===== config.mk =====
export PLATFORM = sky130hd
export DESIGN_NAME = pkt_rd_seq
export DESIGN_NICKNAME = d
export VERILOG_FILES = /design/src/rtl/pkt_rd_pkg.sv /design/src/rtl/pkt_rd_ctrl.sv /design/src/rtl/pkt_rd_ser.sv /design/src/rtl/pkt_rd_asm.sv /design/src/rtl/pkt_rd_seq.sv
export SDC_FILE = /design/constraint.sdc
export NUM_CORES = 1
export LEC_CHECK = 0
export BUFFER_PORTS_ARGS = -buffer_cell sky130_fd_sc_hd__buf_2
export CAP_MARGIN = 20
export CELL_PAD_IN_SITES_DETAIL_PLACEMENT = 1
export CELL_PAD_IN_SITES_GLOBAL_PLACEMENT = 2
export CORE_ASPECT_RATIO = 0.8
export CORE_MARGIN = 3
export CORE_UTILIZATION = 31
export DETAILED_ROUTE_END_ITERATION = 7
export GPL_TIMING_DRIVEN = 0
export HOLD_SLACK_MARGIN = 0.15
export PLACE_DENSITY = 0.86
export SKIP_LAST_GASP = 1
export SLEW_MARGIN = 20
export SYNTH_ARGS = -nofsm -noshare
export SYNTH_HDL_FRONTEND = slang
export SYNTH_HIERARCHICAL = 1
export SYNTH_SLANG_ARGS = --single-unit

===== constraint.sdc =====
create_clock -name clk -period 2.06 [get_ports clk]
set_input_delay 0.103 -clock clk [delete_from_list [all_inputs] [get_ports clk]]
set_output_delay 0.103 -clock clk [all_outputs]
set_load 0.005 [all_outputs]

===== src/rtl/pkt_rd_pkg.sv =====
// Shared types and defaults for the packetized read sequencer.
// Assumes: none beyond IEEE 1800-2017.
package pkt_rd_pkg;

    localparam int DEV_W_D  = 6;
    localparam int BANK_W_D = 4;
    localparam int ROW_W_D  = 9;
    localparam int LANES_D  = 3;
    localparam int XFERS_D  = 8;
    localparam int BYTES_D  = 2;
    localparam int LAT_D    = 40;

    typedef enum logic [1:0] {
        ST_IDLE = 2'd0,
        ST_BUSY = 2'd1,
        ST_RESP = 2'd2
    } seq_state_t;

endpackage


===== src/rtl/pkt_rd_ctrl.sv =====
// Sequencing control: owns the idle/busy/response state and the tick counter.
// Raises the command phase for the first XFERS ticks and the capture window
// for ticks LAT .. LAT+XFERS-1, then offers the response.
// Assumes: LAT >= XFERS, so the packet ends before data starts.
module pkt_rd_ctrl
    import pkt_rd_pkg::*;
#(
    parameter int LAT   = LAT_D,
    parameter int XFERS = XFERS_D,
    localparam int LAST  = LAT + XFERS - 1,
    localparam int CNT_W = $clog2(LAST + 1),
    localparam int XI_W  = $clog2(XFERS)
) (
    input  logic            clk,
    input  logic            rst_n,
    input  logic            req_valid,
    output logic            req_ready,
    output logic            rsp_valid,
    input  logic            rsp_ready,
    output logic            accept_o,
    output logic            cmd_phase_o,
    output logic            cap_en_o,
    output logic [XI_W-1:0] slot_o
);

    seq_state_t       state;
    logic [CNT_W-1:0] cnt;

    assign req_ready = (state == ST_IDLE);
    assign rsp_valid = (state == ST_RESP);
    assign accept_o  = req_valid && req_ready;

    // Next state and tick count per transfer-rate clock.
    always_ff @(posedge clk) begin
        if (!rst_n) begin
            state <= ST_IDLE;
            cnt   <= '0;
        end else begin
            case (state)
                ST_IDLE: if (req_valid) begin
                    state <= ST_BUSY;
                    cnt   <= '0;
                end
                ST_BUSY: begin
                    if (cnt == CNT_W'(LAST)) state <= ST_RESP;
                    cnt <= cnt + 1'b1;
                end
                ST_RESP: if (rsp_ready) state <= ST_IDLE;
                default: state <= ST_IDLE;
            endcase
        end
    end

    // Phase decode: packet window first, capture window after the latency.
    always_comb begin
        cmd_phase_o = (state == ST_BUSY) && (cnt < CNT_W'(XFERS));
        cap_en_o    = (state == ST_BUSY) && (cnt >= CNT_W'(LAT));
        slot_o      = cmd_phase_o ? cnt[XI_W-1:0] : XI_W'(cnt - CNT_W'(LAT));
    end

    AST_ONE_OUTSTANDING: assert property (@(posedge clk) disable iff (!rst_n)
        accept_o |=> !req_ready);
    AST_RSP_AFTER_CAPTURE: assert property (@(posedge clk) disable iff (!rst_n)
        $rose(rsp_valid) |-> $past(cap_en_o));

endmodule


===== src/rtl/pkt_rd_ser.sv =====
// Row packet serializer: latches device, bank and row on acceptance and
// sends the packet one LANES-wide group per tick, group 0 first.
// Assumes: LANES*XFERS >= DEV_W+BANK_W+ROW_W; unused high bits go out as 0.
module pkt_rd_ser #(
    parameter int DEV_W  = pkt_rd_pkg::DEV_W_D,
    parameter int BANK_W = pkt_rd_pkg::BANK_W_D,
    parameter int ROW_W  = pkt_rd_pkg::ROW_W_D,
    parameter int LANES  = pkt_rd_pkg::LANES_D,
    parameter int XFERS  = pkt_rd_pkg::XFERS_D,
    localparam int PKT_W = LANES * XFERS,
    localparam int XI_W  = $clog2(XFERS)
) (
    input  logic              clk,
    input  logic              rst_n,
    input  logic              accept,
    input  logic [DEV_W-1:0]  dev,
    input  logic [BANK_W-1:0] bank,
    input  logic [ROW_W-1:0]  row,
    input  logic              cmd_phase,
    input  logic [XI_W-1:0]   slot,
    output logic [LANES-1:0]  row_o,
    output logic              row_vld
);

    logic [PKT_W-1:0]            pkt;
    logic [XFERS-1:0][LANES-1:0] groups;

    // Capture the packet fields on the accepting edge only.
    always_ff @(posedge clk) begin
        if (!rst_n) pkt <= '0;
        else if (accept) pkt <= PKT_W'({row, bank, dev});
    end

    genvar g;
    generate
        for (g = 0; g < XFERS; g++) begin : g_grp
            assign groups[g] = pkt[g*LANES +: LANES];
        end
    endgenerate

    // Drive the current group during the packet window, idle low otherwise.
    always_comb begin
        row_vld = cmd_phase;
        row_o   = cmd_phase ? groups[slot] : '0;
    end

    AST_PKT_FOLLOWS_ACCEPT: assert property (@(posedge clk) disable iff (!rst_n)
        $rose(row_vld) |-> $past(accept));

endmodule


===== src/rtl/pkt_rd_asm.sv =====
// Data assembler: stores each captured transfer in its own slot of the
// response word and folds per-byte even-parity failures into a sticky flag.
// Assumes: slot is valid whenever cap_en is high; accept clears the flag.
module pkt_rd_asm #(
    parameter int XFERS = pkt_rd_pkg::XFERS_D,
    parameter int BYTES = pkt_rd_pkg::BYTES_D,
    localparam int DW     = 8 * BYTES,
    localparam int BUS_W  = DW + BYTES,
    localparam int WORD_W = BUS_W * XFERS,
    localparam int XI_W   = $clog2(XFERS)
) (
    input  logic              clk,
    input  logic              rst_n,
    input  logic              accept,
    input  logic              cap_en,
    input  logic [XI_W-1:0]   slot,
    input  logic [BUS_W-1:0]  dq,
    output logic [WORD_W-1:0] word,
    output logic              perr
);

    logic [BYTES-1:0] byte_bad;

    genvar b, s;
    generate
        for (b = 0; b < BYTES; b++) begin : g_par
            // Even parity: the byte plus its parity bit must hold an even count of ones.
            assign byte_bad[b] = (^dq[b*8 +: 8]) ^ dq[DW + b];
        end
        for (s = 0; s < XFERS; s++) begin : g_slot
            // Load this slot only in its own capture tick.
            always_ff @(posedge clk) begin
                if (!rst_n) word[s*BUS_W +: BUS_W] <= '0;
                else if (cap_en && slot == XI_W'(s)) word[s*BUS_W +: BUS_W] <= dq;
            end
        end
    endgenerate

    // Sticky parity error, cleared when a new read starts.
    always_ff @(posedge clk) begin
        if (!rst_n) perr <= 1'b0;
        else if (accept) perr <= 1'b0;
        else if (cap_en && |byte_bad) perr <= 1'b1;
    end

    AST_PERR_FROM_CAPTURE: assert property (@(posedge clk) disable iff (!rst_n)
        $rose(perr) |-> $past(cap_en));

endmodule


===== src/rtl/pkt_rd_seq.sv =====
// Packetized DRAM read sequencer top: one read at a time, row packet out,
// fixed-latency capture of the data burst, word and parity flag back.
// Assumes: clk runs at the transfer rate (two ticks per bus clock).
module pkt_rd_seq
    import pkt_rd_pkg::*;
#(
    parameter int DEV_W  = DEV_W_D,
    parameter int BANK_W = BANK_W_D,
    parameter int ROW_W  = ROW_W_D,
    parameter int LANES  = LANES_D,
    parameter int XFERS  = XFERS_D,
    parameter int BYTES  = BYTES_D,
    parameter int LAT    = LAT_D,
    localparam int BUS_W  = 9 * BYTES,
    localparam int WORD_W = BUS_W * XFERS,
    localparam int XI_W   = $clog2(XFERS)
) (
    input  logic              clk,
    input  logic              rst_n,
    input  logic              req_valid,
    output logic              req_ready,
    input  logic [DEV_W-1:0]  req_dev,
    input  logic [BANK_W-1:0] req_bank,
    input  logic [ROW_W-1:0]  req_row,
    output logic [LANES-1:0]  row_o,
    output logic              row_vld,
    input  logic [BUS_W-1:0]  dq_i,
    output logic              rsp_valid,
    input  logic              rsp_ready,
    output logic [WORD_W-1:0] rsp_word,
    output logic              rsp_perr
);

    logic            accept;
    logic            cmd_phase;
    logic            cap_en;
    logic [XI_W-1:0] slot;

    pkt_rd_ctrl #(.LAT(LAT), .XFERS(XFERS)) u_ctrl (
        .clk(clk), .rst_n(rst_n),
        .req_valid(req_valid), .req_ready(req_ready),
        .rsp_valid(rsp_valid), .rsp_ready(rsp_ready),
        .accept_o(accept), .cmd_phase_o(cmd_phase),
        .cap_en_o(cap_en), .slot_o(slot)
    );

    pkt_rd_ser #(.DEV_W(DEV_W), .BANK_W(BANK_W), .ROW_W(ROW_W),
                 .LANES(LANES), .XFERS(XFERS)) u_ser (
        .clk(clk), .rst_n(rst_n), .accept(accept),
        .dev(req_dev), .bank(req_bank), .row(req_row),
        .cmd_phase(cmd_phase), .slot(slot),
        .row_o(row_o), .row_vld(row_vld)
    );

    pkt_rd_asm #(.XFERS(XFERS), .BYTES(BYTES)) u_asm (
        .clk(clk), .rst_n(rst_n), .accept(accept),
        .cap_en(cap_en), .slot(slot), .dq(dq_i),
        .word(rsp_word), .perr(rsp_perr)
    );

    AST_RSP_HOLD: assert property (@(posedge clk) disable iff (!rst_n)
        rsp_valid && !rsp_ready |=> rsp_valid && $stable(rsp_word) && $stable(rsp_perr));
    AST_RETURN_IDLE: assert property (@(posedge clk) disable iff (!rst_n)
        rsp_valid && rsp_ready |=> req_ready && !rsp_valid);
    AST_NO_OVERLAP: assert property (@(posedge clk) disable iff (!rst_n)
        !(req_ready && (row_vld || rsp_valid)));

endmodule


==> results.md <==
* Post-synthesis mux area share at 4.36%
* Die Y at 142 um
* Critical path class: flip-flop to output port
* Global-route wire length before repair at around 38000 um
* Area delta synth->final at 35.1%
* Compound-gate portion of the synthesized area at 16.6%
* Period Utilization, post-route at 96.6%
* Distinct cell type count after synthesis at 45
* Initial antenna violation count at 0
* Max VDD drop at 0.000419 V
* Antenna cells at 0
* Max Root-Sink Buffers at 2
* First-pass DRT Iterations at 4
* Starting Density at 31.7%
* Status: finished clean
* Post-Syn Nets at 850
* Vias per cell at 4.66
* Later-pin clock latency in the skew report at around 0.43 ns
* DRT iter0 DRCs at ~290
* Seq/Total Area, Yosys at between 40% and 50%
* Tot GR Track Use at 19.6%
* Post-synth EDFFs at 0
* Ports at 192
* Post-DP HPWL at 17200 um
* Core area at around 0.023 mm^2
* Overflow left after global routing at 0
* Die Wd at 176 um
* Cell area after layout at approximately 0.0097 mm^2
* CP Capture Type: output port
* Placer Congestion at 0.763
* Post-Synth XOR/XNOR Area at 2.09%
* DIE AREA at 0.0250 mm^2
* Power, Total at 7.07 mW
* Final wirelength at 24900 um
* Port bufs at 173
* Placed Area at about 0.0084 mm^2
* FF-to-FF path depth at 7
* Asr flop ratio synth at 0%
* Gate Count Post-Synth at 808
* Clk_skew at 0.0103 ns
* Pin count of the biggest net entering global routing at 19
* Fin crit period at 1.99 ns
* Ys Warns at 6
* Setup tns final at 0 ns
* Num Clock Sinks at approximately 170
* CTS tree: done
* Clk root buf: clkbuf_16
* MaxCap Viol Count at 0
* Setup violators final at 0
* Leakage power at ~4 nW
* # fillers at around 2700
* TritonCTS Buffers at 17
* Sequential Power Share at 47.6%
* Non-filler cells, final at roughly 1400
* Max transition margin at 60.5%
* P_int at about 5.2 mW
* Clock Power Share at 44.8%
* Peak Freq at 502 MHz
* Area of the mapped netlist at ~0.007 mm^2
* Row cnt at roughly 50
* Post-Synth Simple-Gate Area at ~23%
* Worst hold path class: flip-flop to flip-flop
* #FFs+latches synth at 172
* Share of cells above drive strength 1 at between 20% and 30%
* Slew Viols, Final at 0
* Gate power share at about 7.5%
* Commonest non-fill, non-tap cell in the layout: nand2_1
* ANT nets after route at 0
* Sw frac at a little over a quarter
* Switching power at between 1.5 and 2 mW
* H-tree levels at 4
* Vias in the first global route at 6674
* Worst-path clk slew at ~0.07 ns
* Most frequent cells in the layout: 292 x nand2_1, 189 x buf_2, 170 x dfxtp_1
* Post-Synth Adder-Cell Area at less than 1%
* Drt wl/cell at 17.9 um
* Ys flop type: dfxtp_1
* CP max FO at 6
* WP data arrival at 1.89 ns
* CP Launch Type: flip-flop
* Via count at approximately 6500
* Power Density at 730 mW/mm^2
* Placed cell count at 1287
* Critical Path RT at 1.96 ns
* Final hold violations at 0
* Largest family of logic cells by synthesized area: simple AND/OR/NAND/NOR gates
* Worst Max-Slew Pin Slew at 0.592 ns
* Hold Crit Depth at 2
* Nets at 1110
* Avg Cell Area, Syn at 8.87 um^2
* Post-route DRC at 0
-- cell families (layout without fill, tap and decap cells) --
group	Yosys count	after routing
AND/OR/NAND/NOR	365	365
flip-flops	172	172
AO/OA/AOI/OAI	158	158
buffers and inverters	68	341
multiplexers	30	30
XOR/XNOR	14	14
adder cells (fa/ha/maj)	1	1
-- state kept, by name, indices dropped and copies added (netlist names) --
register,count
u_ser/groups,19
u_ctrl/cnt,6
u_asm/perr,1
u_asm/word,144
u_ctrl/state,2
-- routing by layer --
layer | track usage [%] | part of all wire [%] | vias to the layer above
li1 | - | - | 3152
met1 | 26.1 | 47 | 3122
met2 | 30.8 | 45 | 168
met3 | 5.44 | 6.5 | 25
met4 | 6.21 | 1.5 | 0
met5 | 0 | 0 | -
-- cells in the mapped netlist, types with 2 or more instances --
| library cell | count | area (um^2) |
|---|---|---|
| dfxtp_1 | 172 | 3440 |
| nand3_2 | 4 | 40.0 |
| nor2_1 | 7 | 26.3 |
| mux2i_1 | 29 | 290 |
| nand2_1 | 292 | 1100 |
| a21boi_1 | 21 | 158 |
| nand2b_4 | 4 | 55.1 |
| nor2b_1 | 23 | 144 |
| nand4_1 | 3 | 18.8 |
| a21boi_0 | 123 | 923 |
| nand3_1 | 4 | 20.0 |
| nand3b_1 | 4 | 30.0 |
| o211a_1 | 2 | 20.0 |
| inv_1 | 2 | 7.51 |
| clkbuf_1 | 16 | 60.1 |
| buf_4 | 16 | 120 |
| buf_6 | 10 | 113 |
| buf_2 | 24 | 120 |
| nand2_2 | 3 | 18.8 |
| nor3_4 | 2 | 32.5 |
| nor3_1 | 2 | 10.0 |
| nor2_4 | 6 | 67.6 |
| xnor3_1 | 2 | 45.0 |
| xnor2_1 | 10 | 87.6 |
| o21ai_0 | 3 | 15.0 |
| o22a_1 | 2 | 17.5 |
| nand2b_1 | 3 | 18.8 |
| xor2_1 | 2 | 17.5 |
-- power by group through the flow --
stage	Sequential, mW	Combinational, mW	Clock (mW)
after global routing	3.37	0.569	3.40
final	3.36	0.533	3.17
after CTS	3.36	0.507	3.26
after detailed placement	3.44	0.444	0
after global placement	3.44	0.440	0
after floorplan	3.44	0.301	0
-- stage by stage --
| step | hold slack, ns | setup WS, ns | util, % |
|---|---|---|---|
| after floorplan | 0.231 | 0.288 | - |
| after global placement | 0.361 | -0.130 | 37.2 |
| after detailed placement | 0.375 | -0.188 | 37.2 |
| after CTS | 0.453 | -0.0490 | 41.8 |
| after global routing | 0.484 | -0.00595 | 42.8 |
| final | 0.454 | 0.0697 | 42.8 |
-- worst max-delay path, stage by stage (launching register included) --
cell and delay (ns):
dfxtp_4 0.37, buf_4 0.11, buf_6 0.12, mux4_2 0.52
o211a_1 0.22, buf_2 0.12
-- final cells by class --
cell class | instances | area (um^2) | area share (%)
well taps | 306 | 383 | 3.95
clock buffers | 17 | 425 | 4.39
plain buffers | 65 | 442 | 4.56
multi-input cells | 568 | 3350 | 34.6
clock inverters | 15 | 140 | 1.45
repair buffers | 242 | 1490 | 15.4
inverters | 2 | 7.51 | 0.0775
flip-flops and latches | 172 | 3450 | 35.6
-- worst paths after layout --
kind                   startpoint               to  slack [ns]
hold reg to reg   u_asm/word[103]  u_asm/word[103]        0.45
setup / recovery    u_ctrl/cnt[0]         row_o[0]        0.07
hold / removal    u_asm/word[103]  u_asm/word[103]        0.45
setup reg to reg  u_ctrl/state[0]  u_ser/groups[8]        0.09
-- what timing repair did --
action	CTS	global route
pin swaps	5	5
setup buffers	7	22
endpoints found under the setup margin	68	106
hold endpoints to repair	170	0
gates resized for setup	8	20
hold buffers	40	0
(Power assumes the default switching activity.)
